[config.mk]
export PLATFORM = sky130hd
export DESIGN_NAME = jtag_tap_router
export DESIGN_NICKNAME = d
export VERILOG_FILES = /design/src/rtl/jtr_pkg.sv /design/src/rtl/jtr_tap_fsm.sv /design/src/rtl/jtr_ctrl_regs.sv /design/src/rtl/jtr_pass_chain.sv /design/src/rtl/jtag_tap_router.sv
export SDC_FILE = /design/constraint.sdc
export NUM_CORES = 1
export LEC_CHECK = 0
export BUFFER_PORTS_ARGS = -buffer_cell sky130_fd_sc_hd__clkbuf_2
export CORE_ASPECT_RATIO = 0.5
export CORE_MARGIN = 2
export CORE_UTILIZATION = 55
export CTS_BUF_LIST = sky130_fd_sc_hd__clkbuf_2
export CTS_CLUSTER_DIAMETER = 150
export DETAILED_ROUTE_END_ITERATION = 8
export PLACE_DENSITY = 0.77
export SLEW_MARGIN = 20
export SYNTH_ARGS = -nofsm -noshare
export SYNTH_HDL_FRONTEND = slang
export SYNTH_SLANG_ARGS = --single-unit
[constraint.sdc]
create_clock -name tck -period 2.05 [get_ports tck]
set_input_delay 0.615 -clock tck [delete_from_list [all_inputs] [get_ports tck]]
set_output_delay 0.615 -clock tck [all_outputs]
set_load 0.01 [all_outputs]
[src/rtl/jtr_pkg.sv]
package jtr_pkg;
  localparam int IR_W   = 6;
  localparam int DR_W   = 32;
  localparam int LINK_W = 8;
  localparam int ADDR_W = 7;

  localparam logic [IR_W-1:0] IR_ROUTE = 6'h02;
  localparam logic [IR_W-1:0] IR_LINK  = 6'h07;
  localparam logic [IR_W-1:0] IR_PASS  = 6'h3F;
  localparam logic [IR_W-1:0] IR_CAPT  = 6'b000001;

  localparam logic [3:0]        LINK_KEY = 4'h9;
  localparam logic [ADDR_W-1:0] SYS_ADDR = 7'h01;
  localparam logic [ADDR_W-1:0] TAP_BASE = 7'h20;

  localparam int WR_BIT     = 31;
  localparam int LINK_EN    = 7;
  localparam int SEL_BIT    = 8;
  localparam int RST_LO     = 14;
  localparam int REL_BIT    = 17;
  localparam int SYSRST_BIT = 0;

  typedef enum logic [3:0] {
    ST_RESET, ST_IDLE,
    ST_SEL_DR, ST_CAP_DR, ST_SH_DR, ST_EX1_DR, ST_PA_DR, ST_EX2_DR, ST_UP_DR,
    ST_SEL_IR, ST_CAP_IR, ST_SH_IR, ST_EX1_IR, ST_PA_IR, ST_EX2_IR, ST_UP_IR
  } tap_st_e;
endpackage

[src/rtl/jtr_tap_fsm.sv]
module jtr_tap_fsm
  import jtr_pkg::*;
(
  input  logic    tck,
  input  logic    trst_n,
  input  logic    tms,
  output tap_st_e state_o
);
  tap_st_e st_q, st_d;

  always_comb begin
    st_d = st_q;
    unique case (st_q)
      ST_RESET:  st_d = tms ? ST_RESET  : ST_IDLE;
      ST_IDLE:   st_d = tms ? ST_SEL_DR : ST_IDLE;
      ST_SEL_DR: st_d = tms ? ST_SEL_IR : ST_CAP_DR;
      ST_CAP_DR: st_d = tms ? ST_EX1_DR : ST_SH_DR;
      ST_SH_DR:  st_d = tms ? ST_EX1_DR : ST_SH_DR;
      ST_EX1_DR: st_d = tms ? ST_UP_DR  : ST_PA_DR;
      ST_PA_DR:  st_d = tms ? ST_EX2_DR : ST_PA_DR;
      ST_EX2_DR: st_d = tms ? ST_UP_DR  : ST_SH_DR;
      ST_UP_DR:  st_d = tms ? ST_SEL_DR : ST_IDLE;
      ST_SEL_IR: st_d = tms ? ST_RESET  : ST_CAP_IR;
      ST_CAP_IR: st_d = tms ? ST_EX1_IR : ST_SH_IR;
      ST_SH_IR:  st_d = tms ? ST_EX1_IR : ST_SH_IR;
      ST_EX1_IR: st_d = tms ? ST_UP_IR  : ST_PA_IR;
      ST_PA_IR:  st_d = tms ? ST_EX2_IR : ST_PA_IR;
      ST_EX2_IR: st_d = tms ? ST_UP_IR  : ST_SH_IR;
      ST_UP_IR:  st_d = tms ? ST_SEL_DR : ST_IDLE;
      default:   st_d = ST_RESET;
    endcase
  end

  always_ff @(posedge tck or negedge trst_n)
    if (!trst_n) st_q <= ST_RESET;
    else         st_q <= st_d;

  assign state_o = st_q;


  tlr_exit_chk: assert property (@(posedge tck) disable iff (!trst_n)
    (st_q == ST_RESET && !tms) |=> (st_q == ST_IDLE));


  shift_hold_chk: assert property (@(posedge tck) disable iff (!trst_n)
    (st_q == ST_SH_DR && !tms) |=> (st_q == ST_SH_DR));
endmodule

[src/rtl/jtr_ctrl_regs.sv]
module jtr_ctrl_regs
  import jtr_pkg::*;
#(
  parameter int NTAP = 4
) (
  input  logic            tck,
  input  logic            trst_n,
  input  logic            in_tlr,
  input  logic            in_rti,
  input  logic            upd_link,
  input  logic            upd_route,
  input  logic [DR_W-1:0] word_i,
  output logic [NTAP-1:0] sel_o,
  output logic [NTAP-1:0] hold_o,
  output logic [NTAP-1:0] rel_o,
  output logic            sysrst_o
);
  logic              link_q;
  logic [NTAP-1:0]   pend_q, sel_q, hold_q, rel_q;
  logic              sys_q;
  logic [1:0]        rti_cnt;
  logic [ADDR_W-1:0] addr;
  logic              wr_en;

  assign addr  = word_i[WR_BIT-1 -: ADDR_W];
  assign wr_en = upd_route && link_q && word_i[WR_BIT];

  always_ff @(posedge tck or negedge trst_n)
    if (!trst_n)                        link_q <= 1'b0;
    else if (in_tlr)                    link_q <= 1'b0;
    else if (upd_link && word_i[DR_W-LINK_W+LINK_EN])
      link_q <= (word_i[DR_W-LINK_W +: 4] == LINK_KEY);

  always_ff @(posedge tck or negedge trst_n)
    if (!trst_n) begin
      pend_q <= '0;
      hold_q <= '0;
      rel_q  <= '0;
      sys_q  <= 1'b0;
    end else begin
      rel_q <= '0;
      sys_q <= wr_en && (addr == SYS_ADDR) && word_i[SYSRST_BIT];
      for (int i = 0; i < NTAP; i++) begin
        if (wr_en && (addr == TAP_BASE + ADDR_W'(i))) begin
          pend_q[i] <= word_i[SEL_BIT];
          if (word_i[REL_BIT]) begin
            rel_q[i]  <= 1'b1;
            hold_q[i] <= 1'b0;
          end else begin
            hold_q[i] <= (word_i[RST_LO +: 3] == 3'b001);
          end
        end
      end
    end

  always_ff @(posedge tck or negedge trst_n)
    if (!trst_n) begin
      rti_cnt <= '0;
      sel_q   <= '0;
    end else begin
      if (in_rti) rti_cnt <= (rti_cnt == 2'd3) ? 2'd3 : rti_cnt + 2'd1;
      else        rti_cnt <= '0;
      if (in_rti && rti_cnt >= 2'd2) sel_q <= pend_q;
    end

  assign sel_o    = sel_q;
  assign hold_o   = hold_q;
  assign rel_o    = rel_q;
  assign sysrst_o = sys_q;


  release_pulse_chk: assert property (@(posedge tck) disable iff (!trst_n)
    (|rel_q) |=> (rel_q == '0));


  sysrst_pulse_chk: assert property (@(posedge tck) disable iff (!trst_n)
    sys_q |=> !sys_q);


  sel_settle_chk: assert property (@(posedge tck) disable iff (!trst_n)
    !$stable(sel_q) |-> $past(in_rti));


  locked_write_chk: assert property (@(posedge tck) disable iff (!trst_n)
    (upd_route && !link_q) |=> ($stable(pend_q) && $stable(hold_q) && !sys_q));


  tlr_unlink_chk: assert property (@(posedge tck) disable iff (!trst_n)
    in_tlr |=> !link_q);
endmodule

[src/rtl/jtr_pass_chain.sv]
module jtr_pass_chain #(
  parameter int NTAP = 4
) (
  input  logic            bp_i,
  input  logic [NTAP-1:0] sel_i,
  input  logic [NTAP-1:0] sec_tdo_i,
  output logic [NTAP-1:0] sec_tdi_o,
  output logic            out_o
);
  logic [NTAP:0] link;

  assign link[0] = bp_i;

  for (genvar g = 0; g < NTAP; g++) begin : g_stage
    assign sec_tdi_o[g] = link[g];
    assign link[g+1]    = sel_i[g] ? sec_tdo_i[g] : link[g];
  end

  assign out_o = link[NTAP];
endmodule

[src/rtl/jtag_tap_router.sv]
module jtag_tap_router
  import jtr_pkg::*;
#(
  parameter int NTAP = 4
) (
  input  logic            tck,
  input  logic            trst_n,
  input  logic            tms,
  input  logic            tdi,
  output logic            tdo,
  input  logic [NTAP-1:0] sec_tdo_i,
  output logic [NTAP-1:0] sec_tdi_o,
  output logic [NTAP-1:0] sec_sel_o,
  output logic [NTAP-1:0] sec_hold_o,
  output logic [NTAP-1:0] sec_release_o,
  output logic            sysrst_req_o
);
  localparam int LINK_LSB = DR_W - LINK_W;

  tap_st_e         st;
  logic [IR_W-1:0] ir_sr, ir_q;
  logic [DR_W-1:0] dr_sr;
  logic            bp_q, tdo_q, chain_out;
  logic            is_route, is_link;

  jtr_tap_fsm u_fsm (
    .tck     (tck),
    .trst_n  (trst_n),
    .tms     (tms),
    .state_o (st)
  );

  assign is_route = (ir_q == IR_ROUTE);
  assign is_link  = (ir_q == IR_LINK);

  always_ff @(posedge tck or negedge trst_n)
    if (!trst_n) begin
      ir_sr <= IR_CAPT;
      ir_q  <= IR_PASS;
    end else begin
      unique case (st)
        ST_RESET:  ir_q  <= IR_PASS;
        ST_CAP_IR: ir_sr <= IR_CAPT;
        ST_SH_IR:  ir_sr <= {tdi, ir_sr[IR_W-1:1]};
        ST_UP_IR:  ir_q  <= ir_sr;
        default: ;
      endcase
    end

  always_ff @(posedge tck or negedge trst_n)
    if (!trst_n) begin
      dr_sr <= '0;
      bp_q  <= 1'b0;
    end else if (st == ST_CAP_DR) begin
      dr_sr <= '0;
      bp_q  <= 1'b0;
    end else if (st == ST_SH_DR) begin
      bp_q <= tdi;
      if (is_route)     dr_sr <= {tdi, dr_sr[DR_W-1:1]};
      else if (is_link) dr_sr[DR_W-1:LINK_LSB] <= {tdi, dr_sr[DR_W-1:LINK_LSB+1]};
    end

  jtr_ctrl_regs #(.NTAP(NTAP)) u_regs (
    .tck       (tck),
    .trst_n    (trst_n),
    .in_tlr    (st == ST_RESET),
    .in_rti    (st == ST_IDLE),
    .upd_link  (st == ST_UP_DR && is_link),
    .upd_route (st == ST_UP_DR && is_route),
    .word_i    (dr_sr),
    .sel_o     (sec_sel_o),
    .hold_o    (sec_hold_o),
    .rel_o     (sec_release_o),
    .sysrst_o  (sysrst_req_o)
  );

  jtr_pass_chain #(.NTAP(NTAP)) u_chain (
    .bp_i      (bp_q),
    .sel_i     (sec_sel_o),
    .sec_tdo_i (sec_tdo_i),
    .sec_tdi_o (sec_tdi_o),
    .out_o     (chain_out)
  );

  always_ff @(negedge tck or negedge trst_n)
    if (!trst_n)             tdo_q <= 1'b0;
    else if (st == ST_SH_IR) tdo_q <= ir_sr[0];
    else if (st == ST_SH_DR) tdo_q <= is_route ? dr_sr[0]
                                    : is_link ? dr_sr[LINK_LSB] : chain_out;

  assign tdo = tdo_q;


  reset_clear_chk: assert property (@(posedge tck)
    !trst_n |-> (sec_sel_o == '0 && sec_hold_o == '0 && !sysrst_req_o));


  ir_update_chk: assert property (@(posedge tck) disable iff (!trst_n)
    (st == ST_UP_IR) |=> (ir_q == $past(ir_sr)));
endmodule

Yosys cells after proc, flatten, opt, wreduce, memory -nomap -nowiden
Index checks and enable logic that the tools add are counted.
Widths: inputs -> output; s select.
- register bits after elaboration: 70
- latch bits: 0
- memory bits (writable): 0
- ROM bits: 0
- input port bits: 8
- output and inout port bits: 18
- logic and storage cells: 112
- memories kept: 0
- add/sub/neg operators: 1
- multiply operators: 0
- div/mod/pow operators: 0
- order comparisons: 1
- eq/ne operators: 25
- shift operators: 0
- mux-type cells: 40
- bitwise operators: 0
- reductions and logical operators: 25
- operator list (cell ; count):
    $mux 32 ; 2
    $pmux 4 s12 ; 1
    $eq 4x4->1 const B ; 9
    $eq 7x6->1 const B ; 4
    $mux 24 ; 1
    $pmux 6 s2 ; 2
    $mux 1 ; 21
    $eq 4x3->1 const B ; 4
    $mux 4 ; 4
    $mux 8 ; 2
    $logic_and 1x1->1 ; 12
    $reduce_bool 2->1 ; 6
    $mux 2 ; 5
    $eq 4x2->1 const B ; 2
    $eq 7x1->1 const B ; 1
    $eq 6x2->1 const B ; 1
    $eq 6x3->1 const B ; 1
    $mux 3 ; 2
    $eq 4x1->1 const B ; 1
    $logic_not 4->1 ; 1
    $reduce_and 2->1 ; 2
    $reduce_or 2->1 ; 2
    $eq 3x1->1 const B ; 1
    $reduce_bool 3->1 ; 1
    other kinds (4) ; 4

Depth between registers and ports, before layout
- depth after elaboration: 8
- depth in mapped cells: 6
- mapped depth without buffers: 4

Modules after synthesis
A second synthesis with hierarchy kept.
- cell total of the unflattened synthesis: 320
- area total of the unflattened synthesis: 3377.0 um^2
- by module, submodules not included (module ; instances ; cells an instance ; area each (um^2) ; seq. area each (um^2)):
    jtag_tap_router ; 1 ; 214 ; 2152.1 ; 1159.9
    jtr_ctrl_regs ; 1 ; 59 ; 819.5 ; 500.5
    jtr_tap_fsm ; 1 ; 37 ; 314.1 ; 100.1
    jtr_pass_chain ; 1 ; 10 ; 91.3 ; 0.0

==> flow_metrics.tcl <==
set metrics [dict create \
    outcome "finished with violations" \
    violations "negative setup slack" \
    start_util_pct 58.4 \
    layout_commonest_cell "nand2_1" \
    syn-instance-count 328 \
    io_pins 26 \
    cts_tree "built" \
    cp-end-kind "primary output" \
    avgSynthCellArea_um2 9.99 \
    flow.area_growth_from_synthesis_pct 16.2 \
    finalHoldViolCount 0 \
    hold_buffers 0 \
    cp.arrival_ns 2.03 \
    synthXorXnorAreaFrac_pct 0.535 \
    fin_nets 386 \
    drive_gt1_share_pct 27.9 \
    cts_buffers 9 \
    cp.required_ns 1.43 \
    power.density_mw_per_mm2 1010 \
    maxCapViolCount 0 \
    synth-simple-area-share_pct 21.8 \
    path_delay_family "multiplexers" \
    grt_pass1_vias 2461 \
    netlist_area_mm2 0.00328 \
    vias_per_cell 5.55 \
    first_pass_iters 4 \
    mostFrequentLayoutCells "nand2_1, dfrtp_1, buf_4" \
    async_flop_share_pct 100 \
    holdWs_ns 0.331 \
    hpwlAfterDp_mm 4.40 \
    period_share_pct 129 \
    clkTransAtPathRegs_ns 0.22 \
    ant_nets 0 \
    fin_skew_ns 0.0964 \
    critical_path_class "reg -> out" \
    startpoint_type "flop" \
    worstSkewPairLatency_ns 0.50 \
    grtUsageTotal_pct 22.2 \
    synth-edff-count 0 \
    cp_max_fo 2 \
    worstMarginPinSlew_ns 0.830 \
    drv_slew 0 \
    period_needed_ns 2.64 \
    grt_max_degree 70 \
    diodes 0 \
    grt_first_pass_wirelength_mm 11.5 \
    die_x_um 113 \
    final_util_pct 67.8 \
    num_rows 19 \
    overflow 0 \
    drt-initial-drc-count 203 \
    yosys_warnings 0 \
    routedWlPerCell_um 14.8 \
    max_clock_freq_mhz 378 \
    hp-class "in -> async" \
    synth-seq-area-share_pct 53.7 \
    synth_seq_cells 70 \
    core_mm2 0.00561 \
    path_buf_inv 2 \
    clock_tree.buffer_depth 2 \
    synth_fp_nets 336 \
    synth_ff_type "dfrtp_1" \
    cts_root_buffer "clkbuf_2" \
    synth_top_family_by_area "simple AND/OR/NAND/NOR gates" \
    die_h_um 58.6 \
    dp_cells 437 \
    cp_slowest_stage_delay_ns 0.43 \
    clock_sinks 70 \
    power_leakage_nw 1.86 \
    synth-compound-area-share_pct 12.0 \
    h-tree-depth 3 \
    worst_ir_drop_vdd_mv 0.640 \
    rsz0062_at_grt "true" \
    dieArea_mm2 0.00663 \
    synthAdderAreaFrac_pct 0 \
    io_buffers 25 \
    setup_ws_ns -0.594 \
    path_cells "mux2_4 > buf_6 > mux2_4 > mux2_4 > buf_6" \
    drc 0 \
    vias 2532 \
    n_fill_cell 429 \
    synth.area.mux_share_pct 8.21 \
    synth_cell_type_count 44 \
    wirelength_mm 6.73 \
    antenna_found_initial 0 \
    finalSetupViolCount 5 \
    slowest_stage "dfrtp_1" \
    fin_cells 456 \
    place_congestion 0.796 \
    slew_headroom_pct 44.6 \
    crit_top_cell "mux2_4" \
]
## layout make-up
| cell class | instances | area (um^2) | share of cell area, % |
|---|---|---|---|
| well taps | 73 | 91.3 | 2.40 |
| flip-flops and latches | 70 | 1760 | 46.3 |
| multi-input cells | 233 | 1420 | 37.3 |
| clock inverters | 7 | 48.8 | 1.28 |
| clock buffers | 9 | 45.0 | 1.18 |
| inverters | 5 | 18.8 | 0.493 |
| repair buffers | 59 | 419 | 11.0 |
## cell families after synthesis
group           after synthesis
compound gates               66
xor+xnor                      2
flops                        70
mux                          25
buf+inv                      25
simple gates                140
## Yosys cell counts, types with 2 or more instances
| master | instances | area share, % |
|---|---|---|
| inv_1 | 5 | 0.57 |
| nand3b_1 | 2 | 0.46 |
| dfrtp_1 | 62 | 47 |
| a21oi_1 | 25 | 3.8 |
| nand3_1 | 6 | 0.92 |
| and3_1 | 5 | 0.95 |
| mux2i_1 | 10 | 3.1 |
| nor4b_4 | 3 | 2.2 |
| and2_1 | 3 | 0.57 |
| nand2b_1 | 3 | 0.57 |
| o21ai_0 | 22 | 3.4 |
| nor3b_1 | 4 | 0.92 |
| xnor2_1 | 2 | 0.53 |
| nor2_1 | 25 | 2.9 |
| clkbuf_1 | 11 | 1.3 |
| mux2_2 | 11 | 3.8 |
| and4_1 | 2 | 0.53 |
| mux2_1 | 4 | 1.4 |
| buf_2 | 5 | 0.76 |
| a311oi_1 | 2 | 0.53 |
| nor4b_1 | 2 | 0.53 |
| a22oi_1 | 6 | 1.4 |
| a21oi_2 | 4 | 1.1 |
| dfstp_2 | 7 | 5.6 |
| nor3_1 | 3 | 0.46 |
| buf_4 | 2 | 0.46 |
| buf_6 | 2 | 0.69 |
| nand2_1 | 70 | 8.0 |
| nand4_1 | 2 | 0.38 |
| nor2b_1 | 4 | 0.76 |
## registers in the layout, summed over array words and instances, names as in the netlist
name,flops
u_regs.hold_o,4
tdo,1
u_regs.pend_q,4
u_regs.rel_o,4
dr_sr,32
bp_q,1
u_regs.rti_cnt,2
u_regs.sysrst_o,1
u_fsm.state_o,4
ir_sr,6
u_regs.sel_o,4
u_regs.link_q,1
ir_q,6
## worst paths after layout
| kind | from | to | slack [ns] | cells after the start |
|---|---|---|---|---|
| max | u_regs.sel_o[0] | sec_tdi_o[3] | -0.59 | 5 |
| min in group tck | tdi | ir_sr[5] | 0.41 | 3 |
| max reg2reg | u_regs.sel_o[0] | tdo | -0.46 | 5 |
| min reg2reg | u_regs.rti_cnt[0] | u_regs.rti_cnt[0] | 0.48 | 1 |
| min | trst_n | u_regs.sel_o[1] | 0.33 | 2 |
| max in group asynchronous | trst_n | tdo | 1.03 | 1 |
## report_power, final
group / internal, mW / switching [mW]
clock network: 0.158 / 0.501
registers: 1.59 / 0.119
logic: 0.659 / 0.810
## worst register-to-register path: stages (launching register included)
cell	delay, ns
dfrtp_1	0.43
mux2_4	0.32
buf_4	0.14
o41ai_2	0.19
o21ai_1	0.09
o2bb2ai_1	0.12
## what timing repair did
action,CTS,global route
hold endpoints to repair,0,0
resized for setup,5,5
setup buffers,2,1
endpoints found under the setup margin,5,5
## through the flow
stage | power [mW] | setup TNS, ns | instance area, um^2 | worst slack (ns)
final | 3.84 | -2.18 | 3810 | -0.594
after global routing | 4.10 | -2.63 | 3810 | -0.681
after CTS | 3.80 | -2.16 | 3790 | -0.612
after detailed placement | 3.09 | -0.987 | 3660 | -0.491
after global placement | 3.03 | -0.937 | 3660 | -0.492
after floorplan | 2.59 | -0.486 | 3290 | -0.405
## metal layers
metal | global-route usage, % | share of wire (%) | vias to the layer above
met3 | 5.56 | 4.1 | 12
li1 | - | - | 1230
met4 | 9.93 | 1.9 | 0
met5 | 0 | 0 | -
met2 | 36.1 | 48 | 55
met1 | 29.0 | 46 | 1235
Power figures use the tool's default switching activity.
